File: src/rtl/irq_ctrl_pkg.sv
package irq_ctrl_pkg;

  localparam int unsigned AW = 6;
  localparam int unsigned DW = 32;
  localparam int unsigned LW = 8;

  typedef enum logic [1:0] {
    TRIG_LOW  = 2'b00,
    TRIG_HIGH = 2'b01,
    TRIG_FALL = 2'b10,
    TRIG_RISE = 2'b11
  } trig_e;

  localparam logic [AW-1:0] A_CTRL      = 6'h00;
  localparam logic [AW-1:0] A_THRESH    = 6'h01;
  localparam logic [AW-1:0] A_STATUS    = 6'h02;
  localparam logic [AW-1:0] A_ECLR_LO   = 6'h03;
  localparam logic [AW-1:0] A_MODE_BASE = 6'h08;
  localparam logic [AW-1:0] A_LVL_BASE  = 6'h10;

  localparam int unsigned IDLE_BIT = 16;

endpackage

File: src/rtl/irq_ctrl_regs.sv
module irq_ctrl_regs
  import irq_ctrl_pkg::*;
#(
  parameter int NUM_SRC = 64,
  parameter int IDX_W   = $clog2(NUM_SRC)
) (
  input  logic                        clk_i,
  input  logic                        rst_ni,
  input  logic [AW-1:0]               addr_i,
  input  logic [DW-1:0]               wdata_i,
  input  logic                        we_i,
  output logic [DW-1:0]               rdata_o,
  input  logic [IDX_W-1:0]            win_i,
  input  logic                        idle_i,
  output logic                        en_o,
  output logic [LW-1:0]               thr_o,
  output logic [NUM_SRC-1:0][1:0]     mode_o,
  output logic [NUM_SRC-1:0][LW-1:0]  lvl_o,
  output logic [NUM_SRC-1:0]          clr_o
);

  localparam int MODE_REGS = NUM_SRC / 16;
  localparam int LVL_REGS  = NUM_SRC / 4;
  localparam int HALVES    = NUM_SRC / 32;

  logic                       en_q, en_d;
  logic [LW-1:0]              thr_q, thr_d;
  logic [NUM_SRC-1:0][1:0]    mode_q, mode_d;
  logic [NUM_SRC-1:0][LW-1:0] lvl_q, lvl_d;
  logic [NUM_SRC-1:0]         clr;

  // next-state of the programmable fields
  always_comb begin
    en_d   = en_q;
    thr_d  = thr_q;
    mode_d = mode_q;
    lvl_d  = lvl_q;
    if (we_i) begin
      if (addr_i == A_CTRL)   en_d  = wdata_i[0];
      if (addr_i == A_THRESH) thr_d = wdata_i[LW-1:0];
      for (int r = 0; r < MODE_REGS; r++) begin
        if (addr_i == A_MODE_BASE + AW'(r)) begin
          for (int f = 0; f < 16; f++) mode_d[16*r+f] = wdata_i[2*f +: 2];
        end
      end
      for (int r = 0; r < LVL_REGS; r++) begin
        if (addr_i == A_LVL_BASE + AW'(r)) begin
          for (int b = 0; b < 4; b++) lvl_d[4*r+b] = wdata_i[8*b +: 8];
        end
      end
    end
  end

  // edge-latch clear decode: one pulse per enabled 16-line group
  always_comb begin
    clr = '0;
    for (int h = 0; h < HALVES; h++) begin
      if (we_i && (addr_i == A_ECLR_LO + AW'(h))) begin
        for (int g = 0; g < 2; g++) begin
          if (wdata_i[16*g+8]) clr[32*h+16*g+int'(wdata_i[16*g +: 4])] = 1'b1;
        end
      end
    end
  end

  always_ff @(posedge clk_i or negedge rst_ni) begin
    if (!rst_ni) begin
      en_q   <= 1'b0;
      thr_q  <= '0;
      mode_q <= '0;
      lvl_q  <= '0;
    end else begin
      en_q   <= en_d;
      thr_q  <= thr_d;
      mode_q <= mode_d;
      lvl_q  <= lvl_d;
    end
  end

  // read mux
  always_comb begin
    rdata_o = '0;
    if (addr_i == A_CTRL)   rdata_o[0] = en_q;
    if (addr_i == A_THRESH) rdata_o[LW-1:0] = thr_q;
    if (addr_i == A_STATUS) begin
      rdata_o[IDX_W-1:0] = win_i;
      rdata_o[IDLE_BIT]  = idle_i;
    end
    for (int r = 0; r < MODE_REGS; r++) begin
      if (addr_i == A_MODE_BASE + AW'(r)) begin
        for (int f = 0; f < 16; f++) rdata_o[2*f +: 2] = mode_q[16*r+f];
      end
    end
    for (int r = 0; r < LVL_REGS; r++) begin
      if (addr_i == A_LVL_BASE + AW'(r)) begin
        for (int b = 0; b < 4; b++) rdata_o[8*b +: 8] = lvl_q[4*r+b];
      end
    end
  end

  assign en_o   = en_q;
  assign thr_o  = thr_q;
  assign mode_o = mode_q;
  assign lvl_o  = lvl_q;
  assign clr_o  = clr;

  // one coded write names at most one line per group
  a_r4_clear_bounded: assert property (@(posedge clk_i) disable iff (!rst_ni)
    $countones(clr_o) <= 2);

  // clear pulses come only from a bus write
  a_r4_clear_needs_write: assert property (@(posedge clk_i) disable iff (!rst_ni)
    !we_i |-> (clr_o == '0));

endmodule

File: src/rtl/irq_src_cond.sv
module irq_src_cond
  import irq_ctrl_pkg::*;
#(
  parameter int NUM_SRC = 64
) (
  input  logic                     clk_i,
  input  logic                     rst_ni,
  input  logic [NUM_SRC-1:0]       src_i,
  input  logic [NUM_SRC-1:0][1:0]  mode_i,
  input  logic [NUM_SRC-1:0]       clr_i,
  output logic [NUM_SRC-1:0]       pend_o
);

  logic [NUM_SRC-1:0] sync1_q, sync2_q, prev_q;
  logic [NUM_SRC-1:0] lat_q, lat_d;
  logic [NUM_SRC-1:0] hit;

  always_comb begin
    for (int i = 0; i < NUM_SRC; i++) begin
      logic rise, fall;
      rise   = sync2_q[i] & ~prev_q[i];
      fall   = ~sync2_q[i] & prev_q[i];
      hit[i] = mode_i[i][1] & (mode_i[i][0] ? rise : fall);
      // a fresh edge beats a clear in the same cycle
      lat_d[i] = hit[i] | (lat_q[i] & ~clr_i[i]);
    end
  end

  always_comb begin
    for (int i = 0; i < NUM_SRC; i++) begin
      unique case (trig_e'(mode_i[i]))
        TRIG_LOW:  pend_o[i] = ~sync2_q[i];
        TRIG_HIGH: pend_o[i] = sync2_q[i];
        default:   pend_o[i] = lat_q[i];
      endcase
    end
    pend_o[0] = 1'b0;
  end

  always_ff @(posedge clk_i or negedge rst_ni) begin
    if (!rst_ni) begin
      sync1_q <= '0;
      sync2_q <= '0;
      prev_q  <= '0;
      lat_q   <= '0;
    end else begin
      sync1_q <= src_i;
      sync2_q <= sync1_q;
      prev_q  <= sync2_q;
      lat_q   <= lat_d;
    end
  end

  for (genvar i = 0; i < NUM_SRC; i++) begin : g_chk
    // a set latch survives until a clear
    a_r3_latch_holds: assert property (@(posedge clk_i) disable iff (!rst_ni)
      (lat_q[i] && !clr_i[i]) |=> lat_q[i]);
    // a clear with no competing edge empties the latch
    a_r4_latch_clears: assert property (@(posedge clk_i) disable iff (!rst_ni)
      (clr_i[i] && !hit[i]) |=> !lat_q[i]);
  end

endmodule

File: src/rtl/irq_ctrl_arb.sv
module irq_ctrl_arb
  import irq_ctrl_pkg::*;
#(
  parameter int NUM_SRC = 64,
  parameter int IDX_W   = $clog2(NUM_SRC)
) (
  input  logic [NUM_SRC-1:0]          pend_i,
  input  logic [NUM_SRC-1:0][LW-1:0]  lvl_i,
  input  logic [LW-1:0]               thr_i,
  output logic                        valid_o,
  output logic [IDX_W-1:0]            idx_o
);

  localparam int STAGES = IDX_W;

  for (genvar s = 0; s <= STAGES; s++) begin : g_st
    localparam int W = NUM_SRC >> s;
    logic [W-1:0]           v;
    logic [W-1:0][LW-1:0]   l;
    logic [W-1:0][IDX_W-1:0] x;

    if (s == 0) begin : g_leaf
      for (genvar k = 0; k < W; k++) begin : g_in
        assign v[k] = pend_i[k] & (lvl_i[k] > thr_i);
        assign l[k] = lvl_i[k];
        assign x[k] = IDX_W'(k);
      end
    end else begin : g_node
      for (genvar k = 0; k < W; k++) begin : g_pair
        logic take_lo;
        // lower half keeps ties, so the lowest number wins on equal urgency
        assign take_lo = g_st[s-1].v[2*k] &
                         (!g_st[s-1].v[2*k+1] || (g_st[s-1].l[2*k] >= g_st[s-1].l[2*k+1]));
        assign v[k] = g_st[s-1].v[2*k] | g_st[s-1].v[2*k+1];
        assign l[k] = take_lo ? g_st[s-1].l[2*k] : g_st[s-1].l[2*k+1];
        assign x[k] = take_lo ? g_st[s-1].x[2*k] : g_st[s-1].x[2*k+1];
      end
    end
  end

  assign valid_o = g_st[STAGES].v[0];
  assign idx_o   = g_st[STAGES].x[0];

endmodule

File: src/rtl/irq_prio_ctrl.sv
module irq_prio_ctrl
  import irq_ctrl_pkg::*;
#(
  parameter int NUM_SRC = 64
) (
  input  logic               clk_i,
  input  logic               rst_ni,
  input  logic [AW-1:0]      bus_addr_i,
  input  logic [DW-1:0]      bus_wdata_i,
  input  logic               bus_we_i,
  output logic [DW-1:0]      bus_rdata_o,
  input  logic [NUM_SRC-1:0] irq_src_i,
  output logic               cpu_irq_o
);

  localparam int IDX_W = $clog2(NUM_SRC);

  logic [1:0]                 rst_pipe;
  logic                       rst_n;
  logic                       ctrl_en;
  logic [LW-1:0]              thr_w;
  logic [NUM_SRC-1:0][1:0]    mode_w;
  logic [NUM_SRC-1:0][LW-1:0] lvl_w;
  logic [NUM_SRC-1:0]         clr_w;
  logic [NUM_SRC-1:0]         pend_w;
  logic                       arb_valid;
  logic [IDX_W-1:0]           arb_idx;
  logic                       irq_q, irq_d;
  logic [IDX_W-1:0]           win_q, win_d;
  logic                       idle_q, idle_d;

  // reset: asserted at once, released after two clock edges
  always_ff @(posedge clk_i or negedge rst_ni) begin
    if (!rst_ni) rst_pipe <= 2'b00;
    else         rst_pipe <= {rst_pipe[0], 1'b1};
  end
  assign rst_n = rst_pipe[1];

  irq_ctrl_regs #(.NUM_SRC(NUM_SRC), .IDX_W(IDX_W)) u_regs (
    .clk_i   (clk_i),
    .rst_ni  (rst_n),
    .addr_i  (bus_addr_i),
    .wdata_i (bus_wdata_i),
    .we_i    (bus_we_i),
    .rdata_o (bus_rdata_o),
    .win_i   (win_q),
    .idle_i  (idle_q),
    .en_o    (ctrl_en),
    .thr_o   (thr_w),
    .mode_o  (mode_w),
    .lvl_o   (lvl_w),
    .clr_o   (clr_w)
  );

  irq_src_cond #(.NUM_SRC(NUM_SRC)) u_cond (
    .clk_i  (clk_i),
    .rst_ni (rst_n),
    .src_i  (irq_src_i),
    .mode_i (mode_w),
    .clr_i  (clr_w),
    .pend_o (pend_w)
  );

  irq_ctrl_arb #(.NUM_SRC(NUM_SRC), .IDX_W(IDX_W)) u_arb (
    .pend_i  (pend_w),
    .lvl_i   (lvl_w),
    .thr_i   (thr_w),
    .valid_o (arb_valid),
    .idx_o   (arb_idx)
  );

  // output stage next state
  always_comb begin
    irq_d  = ctrl_en & arb_valid;
    win_d  = irq_d ? arb_idx : '0;
    idle_d = ~irq_d;
  end

  always_ff @(posedge clk_i or negedge rst_n) begin
    if (!rst_n) begin
      irq_q  <= 1'b0;
      win_q  <= '0;
      idle_q <= 1'b1;
    end else begin
      irq_q  <= irq_d;
      win_q  <= win_d;
      idle_q <= idle_d;
    end
  end

  assign cpu_irq_o = irq_q;

  // global enable off silences the request on the next edge
  a_r6_quiet_when_off: assert property (@(posedge clk_i) disable iff (!rst_n)
    !ctrl_en |=> !cpu_irq_o);

  // the tree only selects a line that is pending and above the floor
  a_r5_winner_eligible: assert property (@(posedge clk_i) disable iff (!rst_n)
    arb_valid |-> (pend_w[arb_idx] && (lvl_w[arb_idx] > thr_w)));

  // the reserved line never wins
  a_r9_src0_excluded: assert property (@(posedge clk_i) disable iff (!rst_n)
    arb_valid |-> (arb_idx != '0));

  // no competitor beats the tree result, on urgency or on number
  always @(posedge clk_i) begin
    if (rst_n && arb_valid) begin
      for (int i = 0; i < NUM_SRC; i++) begin
        if (pend_w[i] && (lvl_w[i] > thr_w)) begin
          a_r7_no_better: assert ((lvl_w[i] < lvl_w[arb_idx]) ||
                                  ((lvl_w[i] == lvl_w[arb_idx]) && (IDX_W'(i) >= arb_idx)));
        end
      end
    end
  end

endmodule

File: config.mk
export PLATFORM = sky130hd
export DESIGN_NAME = irq_prio_ctrl
export DESIGN_NICKNAME = d
export VERILOG_FILES = /design/src/rtl/irq_ctrl_pkg.sv /design/src/rtl/irq_ctrl_regs.sv /design/src/rtl/irq_src_cond.sv /design/src/rtl/irq_ctrl_arb.sv /design/src/rtl/irq_prio_ctrl.sv
export SDC_FILE = /design/constraint.sdc
export NUM_CORES = 2
export LEC_CHECK = 0
export BUFFER_PORTS_ARGS = -buffer_cell sky130_fd_sc_hd__buf_2
export CAP_MARGIN = 20
export CORE_UTILIZATION = 45
export DETAILED_ROUTE_END_ITERATION = 10
export PLACE_DENSITY = 0.66
export SLEW_MARGIN = 0
export SYNTH_ARGS = -nofsm -noshare
export SYNTH_HDL_FRONTEND = slang
export SYNTH_SLANG_ARGS = --single-unit
File: constraint.sdc
create_clock -name clk_i -period 35 [get_ports clk_i]
set_input_delay 1.75 -clock clk_i [delete_from_list [all_inputs] [get_ports clk_i]]
set_output_delay 1.75 -clock clk_i [all_outputs]
set_load 0.05 [all_outputs]
==> results.ini <==
[worst_setup_path]
crit_path_frequent_cell = a21o_1
end_kind = flip-flop
cp.required_ps = 35580
critical_path_class = reg2reg
cp_max_fo = 25
max_stage_delay_ps = 800
critPathSlowestCell = a221oi_1
worstPathArrival_ps = 16930
crit_path_start = u_regs.thr_o[1]
startpoint_type = flip-flop
reg2reg_from = u_regs.thr_o[1]

[hold_path]
min_from = u_cond.sync1_q[19]
hold_class = reg2reg

[sta]
finalSetupViolations = 0
finalWorstSetupSlack_ps = 18650
fin_crit_ps = 16350
setup_tns_ps = 0
clock_skew_ps = 82.1
report.final.slew_viol_count = 0
rsz0062_at_grt = no
fin_crit_sh_pct = 46.7
worst_pin_slew_ps = 1390
timing.fmax_ghz = 0.0612
slew_headroom_pct = 7.05
hold_violations = 0

[synth]
synth_top_area_share_pct = 33.6
yosys.area.top_type = dfrtp_1
yosysUniqueCellTypes = 106
synth_flop_cell = dfrtp_1
netlist_area_mm2 = 0.0678
ys.warnings.count = 0
synth_area_leaders = dfrtp_1, ha_1, mux2_2, mux2i_1, inv_1
synthesis.nets = 7975
synth-async-reset-ratio_pct = 100
ys_ff_latch = 911
synth_cells = 6875
syn_area_per_cell_um2 = 9.86
synth_edf_count = 0
yosysSeqAreaShare_pct = 33.6

[routing]
drc = 0
wl_per_cell_um = 30.9
antenna_left = 0
vias = 58167
first_pass_iters = 7
dr.first_iter.drc_count = 7340
viasPerCell = 6.41
totalWireLength_um = 280000

[power_and_ir_drop]
power_uw = 6260
p_leak_uw = 0.0370
vdd.ir_drop.worst_uv = 107
p_per_area_mw_per_mm2 = 83.5

[finish]
area_growth_pct = 10.6
fin_area_mm2 = 0.0750
fin_nets = 8061
seqCellArea_mm2 = 0.0228
drive_gt1_share_pct = 17.3
multiInputGateArea_mm2 = 0.0420
nFillCells = 13766
fin_util_pct = 50.0

[placed_design]
placedInstanceArea_mm2 = 0.0710
hpwl_um = 205000
port_buffers = 136
dpl_worst_slack_ps = 19190
gp_congestion = 1.05

[clocking]
holdBufCountCts = 0
cts_tree = built
clk_pin_slew_ps = 70
clk_latency_ps = 800
cts.repair.resized = 0
cts.path.max_buffers = 3
cts_made_buffers = 104
clock_sinks = 911
post_cts_buffers = 0
clockRootBuffer = clkbuf_16
h-tree-depth = 3

[floorplanning]
start_util_pct = 45.3
die_h_um = 390
core_mm2 = 0.150
rows = 142
die_x_um = 390
num_io_pins = 138
dieArea_mm2 = 0.152

[grt]
grt_pass1_wl_um = 396000
grt_start_max_net_pins = 172
grt_overflow = 0
grt_util_all_layers_pct = 36.3
first_global_vias = 55510
grt_antenna_before_repair = 30

[status]
status = completed

[run]
max_cap_violations = 0

==> path summary, 6_finish.rpt <==
check                      cells after the start            endpoint  slack [ps]
max reg2reg                                   62            win_q[3]       18650
min in group asynchronous                      0  u_cond.sync1_q[55]         430
min reg2reg                                    0  u_cond.sync2_q[19]         340
max                                           62            win_q[3]       18650
max in group asynchronous                      4   u_regs.lvl_o[339]       30780
min                                            0  u_cond.sync2_q[19]         340
==> critical path: cells and delay by family (launching register included) <==
family,cells,cell delay (ps)
fa+ha+maj,6,1920
flops,1,370
simple gates,12,2510
compound gates,37,8450
buf+inv,3,1180
mux,4,1650
==> placed cells by master, fill, tap and decap left out, types with 39 or more instances in the layout <==
master	count
o31ai_1	45
nand2b_1	70
nand4_1	50
o21a_1	39
o211ai_1	54
a31oi_1	62
mux2_2	645
nand3_1	196
o21ai_0	356
a22oi_1	102
o22ai_1	48
a21oi_1	340
nor2_1	388
dfrtp_1	908
nor2b_1	72
clkbuf_16	104
buf_4	123
a22o_1	67
a21o_1	127
buf_2	137
mux2i_1	384
a211oi_1	86
nand2_1	456
ha_1	995
inv_1	532
==> state kept, by name, indices dropped and copies added (netlist names) <==
signal / count
idle_q: 1
cpu_irq_o: 1
u_cond.lat_q: 63
u_cond.sync2_q: 63
u_regs.mode_o: 128
u_cond.sync1_q: 63
u_cond.prev_q: 63
u_regs.lvl_o: 512
win_q: 6
rst_pipe: 2
u_regs.en_o: 1
u_regs.thr_o: 8
==> area by class of cell <==
class / instances / share of cell area [%]
Multi-Input combinational cell: 5136 / 56.0
Sequential cell: 911 / 30.4
Clock buffer: 132 / 3.83
Tap cell: 2016 / 3.37
Inverter: 539 / 2.71
Timing Repair Buffer: 269 / 2.33
Clock inverter: 65 / 1.36
Antenna cell: 4 / 0.0134
==> cell usage after synthesis (all sizes together), types with 67 or more instances <==
cell	instances
mux2	648
ha	995
buf	99
mux2i	384
dfrtp	910
nor2b	74
clkbuf	190
nand2b	70
a22oi	103
a211oi	87
nor2	398
a22o	67
inv	539
nand2	457
a21oi	341
nand3	196
o21ai	368
a21o	127
==> routing by layer <==
layer,track usage [%],share of wire [%],up-vias
met3,8.53,10,798
met5,0,0.011,-
met1,46.6,39,28708
li1,-,-,25484
met4,26.8,8.6,4
met2,53.2,42,3173
==> metrics by stage <==
step | hold WS [ps] | cells
after floorplan | 331 | 6875
after global placement | 333 | 8857
final | 343 | 9072
after CTS | 346 | 9056
after detailed placement | 335 | 8859
after global routing | 349 | 9068
==> cells by family after synthesis <==
kind of cell    synth area share (%)
mux                             16.4
compound gates                  16.9
xor+xnor                       0.504
buf+inv                         4.70
other cells                  0.00553
simple gates                    9.45
fa+ha+maj                       18.4
flops                           33.6
==> power breakdown <==
| part | switching (uW) | internal, uW | total (uW) |
|---|---|---|---|
| Clock | 505 | 735 | 1240 |
| Sequential | 232 | 1200 | 1430 |
| Combinational | 2170 | 1420 | 3590 |
Power figures use the tool's default switching activity.
